## config.mk

```make
export PLATFORM = sky130hd
export DESIGN_NAME = led_blink_ctrl
export DESIGN_NICKNAME = d
export VERILOG_FILES = /design/src/rtl/led_blink_pkg.sv /design/src/rtl/led_tb_prescaler.sv /design/src/rtl/led_phase_gen.sv /design/src/rtl/led_autostop.sv /design/src/rtl/led_blink_ctrl.sv
export SDC_FILE = /design/constraint.sdc
export NUM_CORES = 1
export LEC_CHECK = 0
export ABC_AREA = 1
export ABC_CLOCK_PERIOD_IN_PS = 2900
export BUFFER_PORTS_ARGS = -buffer_cell sky130_fd_sc_hd__clkbuf_2
export CAP_MARGIN = 5
export CORE_MARGIN = 2
export CORE_UTILIZATION = 30
export DETAILED_ROUTE_END_ITERATION = 6
export GPL_ROUTABILITY_DRIVEN = 0
export PLACE_DENSITY = 0.54
export SKIP_LAST_GASP = 1
export SYNTH_ARGS = -nofsm -noshare
export SYNTH_HDL_FRONTEND = slang
export SYNTH_HIERARCHICAL = 1
export SYNTH_SLANG_ARGS = --single-unit
```

## constraint.sdc

```tcl
create_clock -name clk -period 2.9 [get_ports clk]
set_input_delay 0.435 -clock clk [delete_from_list [all_inputs] [get_ports clk]]
set_output_delay 0.435 -clock clk [all_outputs]
set_load 0.02 [all_outputs]
```

## src/rtl/led_blink_pkg.sv

```systemverilog
package led_blink_pkg;
   localparam int unsigned SEL_W  = 4;
   localparam int unsigned CTRL_W = SEL_W + 4;

   localparam logic [1:0] IDX_CTRL = 2'd0;
   localparam logic [1:0] IDX_PER  = 2'd1;
   localparam logic [1:0] IDX_DUTY = 2'd2;
   localparam logic [1:0] IDX_STOP = 2'd3;

   typedef struct packed {
      logic             flag;
      logic             irq_mask;
      logic             auto_stop;
      logic             run;
      logic [SEL_W-1:0] sel;
   } ctrl_t;
endpackage

```

## src/rtl/led_tb_prescaler.sv

```systemverilog
module led_tb_prescaler #(
   parameter int unsigned SEL_W  = 4,
   parameter int unsigned TB_MAX = 13
) (
   input  logic             clk,
   input  logic             rst_n,
   input  logic             run,
   input  logic [SEL_W-1:0] sel,
   output logic             tick
);
   if (TB_MAX > (2**SEL_W) - 1) begin : g_bad_max
      $error("TB_MAX does not fit the selector width");
   end

   if (TB_MAX == 0) begin : g_no_div
      assign tick = run;
   end else begin : g_div
      logic [TB_MAX-1:0] cnt_q;
      logic [SEL_W-1:0]  sel_c;
      logic [SEL_W-1:0]  shift;
      logic [TB_MAX-1:0] mask;

      // clamp out-of-range selectors to the fastest legal base
      assign sel_c = (32'(sel) > TB_MAX) ? SEL_W'(TB_MAX) : sel;
      assign shift = SEL_W'(TB_MAX) - sel_c;
      assign mask  = ~({TB_MAX{1'b1}} << shift);
      assign tick  = run && ((cnt_q & mask) == mask);

      always_ff @(posedge clk) begin
         if (!rst_n || !run) cnt_q <= '0;
         else                cnt_q <= cnt_q + 1'b1;
      end
   end
endmodule

```

## src/rtl/led_phase_gen.sv

```systemverilog
module led_phase_gen #(
   parameter int unsigned PER_W = 12
) (
   input  logic             clk,
   input  logic             rst_n,
   input  logic             run,
   input  logic             tick,
   input  logic [PER_W-1:0] period,
   input  logic [PER_W-1:0] duty,
   output logic             wrap,
   output logic [PER_W-1:0] phase,
   output logic             led
);
   logic [PER_W-1:0] phase_q;
   logic [PER_W:0]   nxt;
   logic             lit;

   assign nxt   = {1'b0, phase_q} + 1'b1;
   assign wrap  = tick && (nxt >= {1'b0, period});
   assign phase = phase_q;
   assign lit   = (duty != '0) && ((duty >= period) || (phase_q < duty));

   always_ff @(posedge clk) begin
      if (!rst_n || !run) phase_q <= '0;
      else if (tick)      phase_q <= wrap ? '0 : nxt[PER_W-1:0];
   end

   always_ff @(posedge clk) begin
      if (!rst_n) led <= 1'b0;
      else        led <= run && lit;
   end
endmodule

```

## src/rtl/led_autostop.sv

```systemverilog
module led_autostop #(
   parameter int unsigned CNT_W = 16
) (
   input  logic             clk,
   input  logic             rst_n,
   input  logic             load,
   input  logic [CNT_W-1:0] load_val,
   input  logic             armed,
   input  logic             wrap,
   output logic [CNT_W-1:0] count,
   output logic             done
);
   logic [CNT_W-1:0] cnt_q;

   assign done  = armed && wrap && (cnt_q <= CNT_W'(1));
   assign count = cnt_q;

   always_ff @(posedge clk) begin
      if (!rst_n)              cnt_q <= '0;
      else if (load)           cnt_q <= load_val;
      else if (armed && wrap)  cnt_q <= done ? '0 : cnt_q - 1'b1;
   end
endmodule

```

## src/rtl/led_blink_ctrl.sv

```systemverilog
module led_blink_ctrl
   import led_blink_pkg::*;
#(
   parameter int unsigned TB_MAX = 13,
   parameter int unsigned PER_W  = 12,
   parameter int unsigned CNT_W  = 16,
   parameter int unsigned DATA_W = 16,
   parameter int unsigned ADDR_W = 4
) (
   input  logic              clk,
   input  logic              rst_n,
   input  logic              bus_wr,
   input  logic [ADDR_W-1:0] bus_addr,
   input  logic [DATA_W-1:0] bus_wdata,
   output logic [DATA_W-1:0] bus_rdata,
   output logic              led_o,
   output logic              irq_o
);
   localparam int unsigned B_RUN  = SEL_W;
   localparam int unsigned B_AUTO = SEL_W + 1;
   localparam int unsigned B_MASK = SEL_W + 2;
   localparam int unsigned B_FLAG = SEL_W + 3;

   if (DATA_W < CNT_W || DATA_W < PER_W || DATA_W < CTRL_W) begin : g_bad_data
      $error("DATA_W narrower than a register");
   end
   if (ADDR_W < 4) begin : g_bad_addr
      $error("ADDR_W must cover four word registers");
   end

   logic       hi_zero;
   if (ADDR_W > 4) begin : g_addr_hi
      assign hi_zero = (bus_addr[ADDR_W-1:4] == '0);
   end else begin : g_addr_exact
      assign hi_zero = 1'b1;
   end

   logic [1:0] idx;
   logic       wr_ok;
   assign idx   = bus_addr[3:2];
   assign wr_ok = bus_wr && hi_zero && (bus_addr[1:0] == 2'b00);

   logic wr_ctrl, wr_per, wr_duty, wr_stop;
   assign wr_ctrl = wr_ok && (idx == IDX_CTRL);
   assign wr_per  = wr_ok && (idx == IDX_PER);
   assign wr_duty = wr_ok && (idx == IDX_DUTY);
   assign wr_stop = wr_ok && (idx == IDX_STOP);

   ctrl_t            ctrl_q;
   logic [PER_W-1:0] period_q;
   logic [PER_W-1:0] duty_q;
   logic             run_w;
   logic             flag_w;
   logic             tick_w;
   logic             wrap_w;
   logic             done_w;
   logic [PER_W-1:0] phase_w;
   logic [CNT_W-1:0] stop_cnt;

   assign run_w  = ctrl_q.run;
   assign flag_w = ctrl_q.flag;

   always_ff @(posedge clk) begin
      if (!rst_n) begin
         ctrl_q <= '0;
      end else begin
         if (wr_ctrl) begin
            ctrl_q.sel       <= bus_wdata[SEL_W-1:0];
            ctrl_q.run       <= bus_wdata[B_RUN];
            ctrl_q.auto_stop <= bus_wdata[B_AUTO];
            ctrl_q.irq_mask  <= bus_wdata[B_MASK];
         end else if (done_w) begin
            ctrl_q.run <= 1'b0;
         end
         ctrl_q.flag <= (ctrl_q.flag && !(wr_ctrl && bus_wdata[B_FLAG])) || done_w;
      end
   end

   always_ff @(posedge clk) begin
      if (!rst_n) begin
         period_q <= '0;
         duty_q   <= '0;
      end else begin
         if (wr_per)  period_q <= bus_wdata[PER_W-1:0];
         if (wr_duty) duty_q   <= bus_wdata[PER_W-1:0];
      end
   end

   led_tb_prescaler #(.SEL_W(SEL_W), .TB_MAX(TB_MAX)) u_pre (
      .clk   (clk),
      .rst_n (rst_n),
      .run   (run_w),
      .sel   (ctrl_q.sel),
      .tick  (tick_w)
   );

   led_phase_gen #(.PER_W(PER_W)) u_phase (
      .clk    (clk),
      .rst_n  (rst_n),
      .run    (run_w),
      .tick   (tick_w),
      .period (period_q),
      .duty   (duty_q),
      .wrap   (wrap_w),
      .phase  (phase_w),
      .led    (led_o)
   );

   led_autostop #(.CNT_W(CNT_W)) u_stop (
      .clk      (clk),
      .rst_n    (rst_n),
      .load     (wr_stop),
      .load_val (bus_wdata[CNT_W-1:0]),
      .armed    (run_w && ctrl_q.auto_stop),
      .wrap     (wrap_w),
      .count    (stop_cnt),
      .done     (done_w)
   );

   assign irq_o = flag_w && !ctrl_q.irq_mask;

   always_comb begin
      case (idx)
         IDX_CTRL: bus_rdata = DATA_W'(ctrl_q);
         IDX_PER:  bus_rdata = DATA_W'(period_q);
         IDX_DUTY: bus_rdata = DATA_W'(duty_q);
         default:  bus_rdata = DATA_W'(stop_cnt);
      endcase
   end
endmodule

```

-- Word level (Yosys, flattened, before mapping)
Cells that the tools add are included.
- add/sub/neg operators: 4
- $mul: 0
- div/mod/pow operators: 0
- magnitude comparators: 5
- eq/ne operators: 4
- shift operators: 1
- muxes and demuxes: 8
- bitwise logic cells: 2
- reduce and logical (&&, ||, !) cells: 27
- operators with widths (kind ; number):
    $mux W16 ; 3
    $pmux W16 S3 ; 1
    $le A16 B1 Y1 const B ; 1
    $sub A16 B1 Y16 const B ; 1
    $logic_and A1 B1 Y1 ; 15
    $add A12 B1 Y13 const B ; 1
    $add A13 B1 Y13 const B ; 1
    $and A13 B13 Y13 ; 1
    $eq A13 B13 Y1 ; 1
    $ge A13 B12 Y1 ; 1
    $not A13 Y13 ; 1
    $shl A13 B4 Y13 const A ; 1
    $ge A12 B12 Y1 ; 1
    $lt A12 B12 Y1 ; 1
    $mux W12 ; 1
    $reduce_bool A12 Y1 ; 1
    $eq A2 B2 Y1 const B ; 2
    $gt A4 B4 Y1 const B ; 1
    $logic_not A1 Y1 ; 4
    $logic_not A2 Y1 ; 2
    $mux W4 ; 1
    $reduce_bool A2 Y1 ; 2
    $sub A4 B4 Y4 const A ; 1
    $logic_or A1 B1 Y1 ; 3
    2 further kinds ; 3
- register bits after elaboration: 74
- bits in latches: 0
- RAM bits: 0
- ROM bits: 0
- input port bits: 23
- memories kept: 0

-- Depth between registers and ports, before layout
Gate-level depths: netlist (run 1).
- depth in word-level cells: 14
- gate-level depth with buffers: 24
- mapped depth without buffers: 24

-- Hierarchy
The synthesis (run 1) kept the hierarchy.
- modules (own cells, without submodules) (module ; times used ; cells an instance ; area an instance (µm²) ; sequential area each (µm²)):
    led_phase_gen ; 1 ; 256 ; 1739.2 ; 260.2
    led_blink_ctrl ; 1 ; 226 ; 1540.2 ; 640.6
    led_autostop ; 1 ; 192 ; 1181.1 ; 320.3
    led_tb_prescaler ; 1 ; 129 ; 840.8 ; 260.2

-- Worst setup path before layout (run 1)
OpenSTA, ideal clock, no wires.
- kind: register to register
- from: register u_phase.phase_q[0] (netlist: u_phase/phase[0])
- to: register, netlist name run_w
- arrival time: 2675 ps
- path slack: 105 ps
- cell stages (with the launch flop): 24
- path buffers: 0
- clock period less this slack: 2795 ps
- path through: dfxtp_1 ha_1 nand2_2 nor2_4 nand2_1 nor2_2 xor2_2 ha_1 and3_1 nand2_2 inv_2 nand3_1 nand3_2 nand2_2 inv_1 nand2_1 nor3_1 nand3_1 nor4_1 inv_1 nand2_1 nand2_1 o21ai_1 nor2_1
- word-level cells in the longest chain between the ends: 6
- RTL lines (what ; RTL line ; text):
    start, declared ; led_phase_gen.sv:14 ; logic [PER_W-1:0] phase_q;
    start signal, assigned ; led_phase_gen.sv:25 ; else if (tick) phase_q <= wrap ? '0 : nxt[PER_W-1:0];
    $add A12 B1 Y13 ; led_phase_gen.sv:18 ; assign nxt = {1'b0, phase_q} + 1'b1;
    $ge A13 B12 Y1 ; led_phase_gen.sv:19 ; assign wrap = tick && (nxt >= {1'b0, period});
    $logic_and A1 B1 Y1 ; led_phase_gen.sv:19 ;
    net wrap_w ; led_blink_ctrl.sv:55 ; logic wrap_w;
    $logic_and A1 B1 Y1 (2 in a row) ; led_autostop.sv:15 ; assign done = armed && wrap && (cnt_q <= CNT_W'(1));
    net done_w ; led_blink_ctrl.sv:56 ; logic done_w;
    $reduce_bool A2 Y1 (no line) ; -- ;
The timed path passes the listed nets, and every way through them passes these cells.
A chain may end at the register's enable or synchronous reset.

-- Final worst setup path (run 1)
- from: register u_phase.phase_q[0] (netlist: u_phase/phase[0])
- to: register u_stop.cnt_q[0] (netlist: u_stop/count[0])
- word-level cells in the longest chain between the ends: 8
- elaborated cells on any way between the ends: 9
- classes of those cells: add/sub: 1; order compare: 1; mux: 3; reduce/logical: 4
- RTL lines (what ; RTL line ; text):
    $add A12 B1 Y13 (*) ; led_phase_gen.sv:18 ;
    $ge A13 B12 Y1 (*) ; led_phase_gen.sv:19 ;
    $logic_and A1 B1 Y1 (*) ; led_phase_gen.sv:19 ;
    net wrap_w ; led_blink_ctrl.sv:55 ;
    $logic_and A1 B1 Y1 (*) ; led_autostop.sv:15, led_autostop.sv:21 ;
    $logic_and A1 B1 Y1 ; led_autostop.sv:15 ;
    $mux W16 (2 in a row) ; led_autostop.sv:21 ; else if (armed && wrap) cnt_q <= done ? '0 : cnt_q - 1'b1;
    $mux W16 ; led_autostop.sv:20 ; else if (load) cnt_q <= load_val;
    end signal, assigned ; led_autostop.sv:20 ;
    end signal, assigned ; led_autostop.sv:21 ;
    end, declared ; led_autostop.sv:13 ; logic [CNT_W-1:0] cnt_q;
The timed path passes the listed nets; every way through them passes the cells marked *. The select of a mux whose other input is x is not followed.

==> results of run 1 <==
==> placed cells by master (no fill, tap or decap), types with 7 or more instances in the layout <==
cell type,instances
a21oi_1,35
nor2_1,112
nand3_1,43
nand2_2,19
inv_1,95
nand3_2,12
clkbuf_2,40
o21ai_0,26
o21ai_1,19
a21oi_2,17
buf_4,28
ha_1,37
inv_2,13
dfxtp_1,72
nor2_4,13
clkbuf_16,9
nand2_1,182
nand2_4,7
xor2_1,12
nand4_1,25
==> registers in the layout (all words and copies together), names as in the netlist <==
register,flops
u_stop/count,16
u_pre/g_div.cnt_q,13
duty_q,12
period_q,12
u_phase/phase,12
ctrl_q,6
flag_w,1
run_w,1
u_phase/led,1
==> how the worst max path moves through the flow <==
stage | from | to | slack, ns | cells past startpoint
after floorplan | u_phase/phase[0] | run_w | 0.11 | 23
after global placement | u_phase/phase[0] | run_w | 0.02 | 23
after detailed placement | u_phase/phase[1] | run_w | 0.01 | 23
after CTS | u_phase/phase[0] | run_w | -0.01 | 23
after global routing | u_phase/phase[0] | u_stop/count[14] | -0.21 | 23
final | u_phase/phase[0] | u_stop/count[0] | -0.005 | 22
==> cell type report <==
type | instances | share of cell area
clock buffer | 11 | 0.0379
clock inverter | 5 | 0.00586
inverter | 111 | 0.0664
multi-input combinational | 599 | 0.544
sequential | 74 | 0.232
tap | 225 | 0.0440
timing repair buffer | 72 | 0.0701
==> synthesized netlist by cell type (all sizes together) <==
cell	count
o21bai	3
a21oi	52
o31ai	1
o21a	4
a211oi	1
clkinv	1
nor2	131
nand2	209
clkbuf	8
ha	40
nand4	26
inv	110
nand3b	1
buf	11
xor2	13
or3	1
and2	1
or2	1
nand3	57
nor3	6
xnor2	1
o21ai	45
dfxtp	74
a21o	2
a22o	1
and3	1
nor4	2
==> cells by family (layout without fill, tap and decap cells) <==
family	Yosys count	after routing	share of synthesized area
compound gates	109	109	0.115
xor+xnor	14	14	0.0245
buf+inv	130	199	0.102
fa+ha+maj	40	40	0.0944
flops	74	74	0.279
simple gates	436	436	0.384
==> worst register-to-register path, delay by kind of cell (launching register included) <==
kind,cells,cell delay (ns)
AND/OR/NAND/NOR,15,1.57
adder cells (fa/ha/maj),2,0.41
flip-flops,1,0.35
AO/OA/AOI/OAI,2,0.27
XOR/XNOR,1,0.16
buffers and inverters,2,0.09
==> stage by stage <==
stage           util  TNS (ns)  hold slack [ns]  area [um^2]
4_1_cts        0.354   -0.0107            0.336         6130
3_3_place_gp   0.338         0            0.457         5850
3_5_place_dp   0.338         0            0.464         5850
5_1_grt        0.370     -2.51            0.371         6400
6_report       0.370  -0.00482            0.349         6400
2_1_floorplan      -         0            0.440         5300
==> layer usage <==
metal  share of wire  track usage
met1            0.49        0.220
met4           0.022       0.0636
met2            0.46        0.247
met3           0.032       0.0274
met5               0            0
==> power by group through the flow <==
| stage | Combinational (mW) | Clock [mW] | Sequential, mW |
|---|---|---|---|
| 6_report | 0.284 | 1.09 | 1.05 |
| 5_1_grt | 0.318 | 1.15 | 1.05 |
| 4_1_cts | 0.269 | 1.12 | 1.04 |
| 3_5_place_dp | 0.267 | 0 | 1.07 |
| 3_3_place_gp | 0.268 | 0 | 1.07 |
| 2_1_floorplan | 0.190 | 0 | 1.06 |
==> repair_timing <==
item / 4_1_cts / 5_1_grt
pin swaps: 0 / 17
resized for setup: 0 / 60
cloned: 0 / 1
setup buffers: 0 / 6
setup endpoints to repair: 1 / 18
==> reports/results.ini, run 1 <==
[worst_setup_path]
crit_chain = ha_4 > nand2_4 > nor2_4 > nand2_4 > nor2_4 > xor2_2 > ha_1 > a21oi_1 > nor2_1 > nor2_1 > and2_4 > nand3_2 > nand2_2 > inv_2 > nand2_4 > inv_2 > nand2_2 > nor2_2 > nand2_2 > nand3_4 > nor2_1 > o21a_1
r2r-start = u_phase/phase[0]
crit_path_start_kind = flop
max_stage_delay_ns = 0.35
critPathTopFamily = simple AND/OR/NAND/NOR gates
reg2reg_depth = 22
end_kind = flop
r2r_slack_ns = -0.005
cp.buffers_inverters = 2
criticalPathCategory = flop to flop
crit_slowest_cell = dfxtp_2
cp.arrival_ns = 3.20
crit_fanout = 5
required_ns = 3.20
rr_endpoint = u_stop/count[0]

[yosys]
synth_fp_nets = 866
synth_seq_cells = 74
netlist_instances = 803
yosysWarnings = 6
netlist.area_leader.share = 0.279
synthTopCellsByArea = dfxtp_1 28%, nand2_1 14%, ha_1 9.4%
syn_avg_cell_area_um2 = 6.60
yosys.area.top_type = dfxtp_1
netlist_area_um2 = 5300
seq_area_frac_synth = 0.279
synth_cell_types = 44

[final_layout]
fillers = 1925
drive_above_1_share = 0.224
seqCellArea_um2 = 1480
layout.cells.non_filler = 1097
diodes = 0
syn_to_final_growth_pct = 20.8
num-nets-final = 930
multiInputGateArea_um2 = 3480

[global_route]
grt_usage = 0.160
grt_max_degree = 25
gr-total-overflow = 0
grt_pass1_vias = 4686
antenna_found_initial = 0
grt_pass1_wl_mm = 23.6

[clock_tree]
cts_tree = done
cts_inserted_buffers = 9
clk_pin_slew_worst_paths_ns = 0.07
htreeDepth = 3
cts_root_buf = clkbuf_16
clkLatencyLatePin_ns = 0.36
holdBufCountCts = 0
clkSinkCount = 74
cts_buffer_depth = 2

[floorplanning]
die-area_um2 = 18700
initial_core_util = 0.306
die_x_um = 137
fp.coreArea_um2 = 17300
rows = 48
num_io_pins = 41
die_y_um = 137

[sta]
fmax_mhz = 344
worst_pin_slew_ns = 0.601
post-route-min-period_ns = 2.90
rsz0062_at_grt = true
setup_slack_ns = -0.00482
skew_ns = 0.0145
setup_viol = 1
slew_headroom = 0.599
period_share = 1.00
slew_viol_final = 0
hold_viol = 0

[route]
wl_per_cell_um = 13.4
drc = 0
vias_per_cell = 4.69
drtAntennaViolNets = 0
routed_wl_mm = 14.7
dr_total_vias = 5143
first_pass_iters = 5
drtIter0Drc = 246

[pwr]
intPower_mw = 1.74
power.density_nw_per_um2 = 377
clockPowerShare = 0.450
leakagePower_nw = 2.84
totalPowerFinal_mw = 2.41
vdd_drop_max_mv = 0.288
seq_power_share = 0.433
p_comb_frac = 0.117
switching_share = 0.280
power_switching_mw = 0.676

[job]
max_cap_violations = 0

[placement]
hpwlAfterDp_mm = 11.4
dp_cells = 1074
portBuffers = 40
dp_slack_ns = 0.0150

[worst_hold_path]
hold_end = u_stop/count[10]
whs_path_depth = 3
hold_path.class = primary input to flop
hold_start = bus_wdata[10]

[outcome]
violations = setup timing
status = complete, but fails checks

(Power assumes the default switching activity.)
==> run 2: changes to the inputs <==
--- a/config.mk
+++ b/config.mk
@@ -13,6 +13,7 @@
 export CORE_UTILIZATION = 30
 export DETAILED_ROUTE_END_ITERATION = 6
 export GPL_ROUTABILITY_DRIVEN = 0
+export MAX_ROUTING_LAYER = met4
 export PLACE_DENSITY = 0.54
 export SKIP_LAST_GASP = 1
 export SYNTH_ARGS = -nofsm -noshare
==> reports/results.ini, run 2 (synthesized netlist as in run 1, its figures left out) <==
[outcome]
status = complete, but fails checks
violations = setup timing

[sta]
hold_viol = 0
slew_headroom = 0.568
setup_slack_ns = -0.0163
skew_ns = 0.0136
fmax_mhz = 343
setup_viol = 4
post-route-min-period_ns = 2.92
worst_hold_slack_ns = 0.348
worst_pin_slew_ns = 0.647
slew_viol_final = 0
rsz0062_at_grt = true
period_share = 1.01

[placement]
hpwlAfterDp_mm = 11.4
portBuffers = 40
dp_cells = 1074
place_area_um2 = 5850

[pwr]
power.density_nw_per_um2 = 376
vdd_drop_max_mv = 0.289
leakagePower_nw = 2.84

[final_layout]
seqCellArea_um2 = 1480
largest_register_ffs = 16
num-nets-final = 929
layout.cells.non_filler = 1096
fillers = 1920
multiInputGateArea_um2 = 3510
fin_util = 0.371
drive_above_1_share = 0.225
diodes = 0
postLayoutCellArea_um2 = 6420
layout_commonest_cell = nand2_1
syn_to_final_growth_pct = 21.1
final_cell_mix = 181 x nand2_1, 112 x nor2_1, 95 x inv_1

[global_route]
grt_max_degree = 25
antenna_found_initial = 0
grt_pass1_wl_mm = 23.6
gr-total-overflow = 0
grt_pass1_vias = 4676
grt_usage = 0.165

[floorplanning]
rows = 48
num_io_pins = 41
die_x_um = 137
die-area_um2 = 18700
initial_core_util = 0.306
fp.coreArea_um2 = 17300
die_y_um = 137

[worst_setup_path]
required_ns = 3.20
reg2reg_depth = 22
max_stage_delay_ns = 0.35
r2r-start = u_phase/phase[0]
crit_chain = ha_4 > nand2_4 > nor2_4 > nand2_4 > nor2_4 > xor2_2 > ha_1 > a21oi_1 > nor2_1 > nor2_1 > and2_4 > nand3_2 > nand2_2 > inv_2 > nand2_4 > inv_2 > nand2_2 > nor2_2 > nand2_2 > nand3_4 > nor2_1 > o21a_1
crit_path_start_kind = flop
crit_slowest_cell = dfxtp_2
criticalPathCategory = flop to flop
end_kind = flop
cp.buffers_inverters = 2
r2r_slack_ns = -0.02
critPathTopFamily = simple AND/OR/NAND/NOR gates
crit_fanout = 5
rr_endpoint = u_stop/count[1]
cp.arrival_ns = 3.21

[route]
drc = 0
drtIter0Drc = 271
wl_per_cell_um = 13.4
drtAntennaViolNets = 0
routed_wl_mm = 14.7
dr_total_vias = 5126
vias_per_cell = 4.68
first_pass_iters = 5

[worst_hold_path]
hold_end = u_stop/count[10]
hold_start = bus_wdata[10]
hold_path.class = primary input to flop
whs_path_depth = 3

[clock_tree]
cts_root_buf = clkbuf_16
cts_inserted_buffers = 9
clkSinkCount = 74
htreeDepth = 3
cts_tree = done
holdBufCountCts = 0
clk_pin_slew_worst_paths_ns = 0.07
cts_buffer_depth = 2
clkLatencyLatePin_ns = 0.36

[job]
max_cap_violations = 0

## run 2: cell count changes in the layout (fill, tap and decap cells not counted), sizes merged
cell	previous run	this run
buf	32	31
## run 2: worst max path at each step
stage                                 from                to  slack, ns  cells past startpoint
final                     u_phase/phase[0]   u_stop/count[1]      -0.02                     22
after global routing      u_phase/phase[0]  u_stop/count[14]      -0.21                     23
after CTS                 u_phase/phase[0]             run_w      -0.01                     23
after detailed placement  u_phase/phase[1]             run_w       0.01                     23
after global placement    u_phase/phase[0]             run_w       0.02                     23
after floorplan           u_phase/phase[0]             run_w       0.11                     23
## run 2: per-layer routing
layer  up-vias  share of wire  track usage
li1       2702              -            -
met1      2319           0.48        0.220
met2        81           0.46        0.248
met3        24          0.036       0.0319
met4         0          0.018       0.0567
met5         -              0            -
## run 2: worst reg2reg max path, cell delays in order (launching register included)
cell and delay (ns):
dfxtp_2 0.35, ha_4 0.15, nand2_4 0.05, nor2_4 0.19, nand2_4 0.11, nor2_4 0.15
xor2_2 0.16, ha_1 0.26, a21oi_1 0.14, nor2_1 0.05, nor2_1 0.10, and2_4 0.17
nand3_2 0.07, nand2_2 0.08, inv_2 0.05, nand2_4 0.08, inv_2 0.04, nand2_2 0.05
nor2_2 0.04, nand2_2 0.13, nand3_4 0.12, nor2_1 0.19, o21a_1 0.13
## run 2: layout make-up
| class | instances | area share |
|---|---|---|
| flip-flops and latches | 74 | 0.231 |
| repair buffers | 71 | 0.0692 |
| clock inverters | 5 | 0.00585 |
| inverters | 111 | 0.0663 |
| clock buffers | 11 | 0.0378 |
| multi-input cells | 599 | 0.546 |
| well taps | 225 | 0.0438 |
## run 2: stage by stage
step	setup WS (ns)	TNS [ns]	total power, mW
floorplan	0.105	0	1.25
global placement	0.0204	0	1.34
detailed placement	0.0150	0	1.34
CTS	-0.0107	-0.0107	2.43
global route	-0.213	-2.64	2.52
finish	-0.0163	-0.0354	2.42
## run 2: what timing repair did
| item | in CTS | in global routing |
|---|---|---|
| endpoints found under the setup margin | 1 | 18 |
| cloned | 0 | 0 |
| pin swaps | 0 | 18 |
| buffers inserted | 0 | 6 |
| gates resized for setup | 0 | 64 |
## run 2: report_power, final
group	internal [mW]	switching (mW)
Sequential	1.03	0.0152
Clock	0.608	0.479
Combinational	0.101	0.184
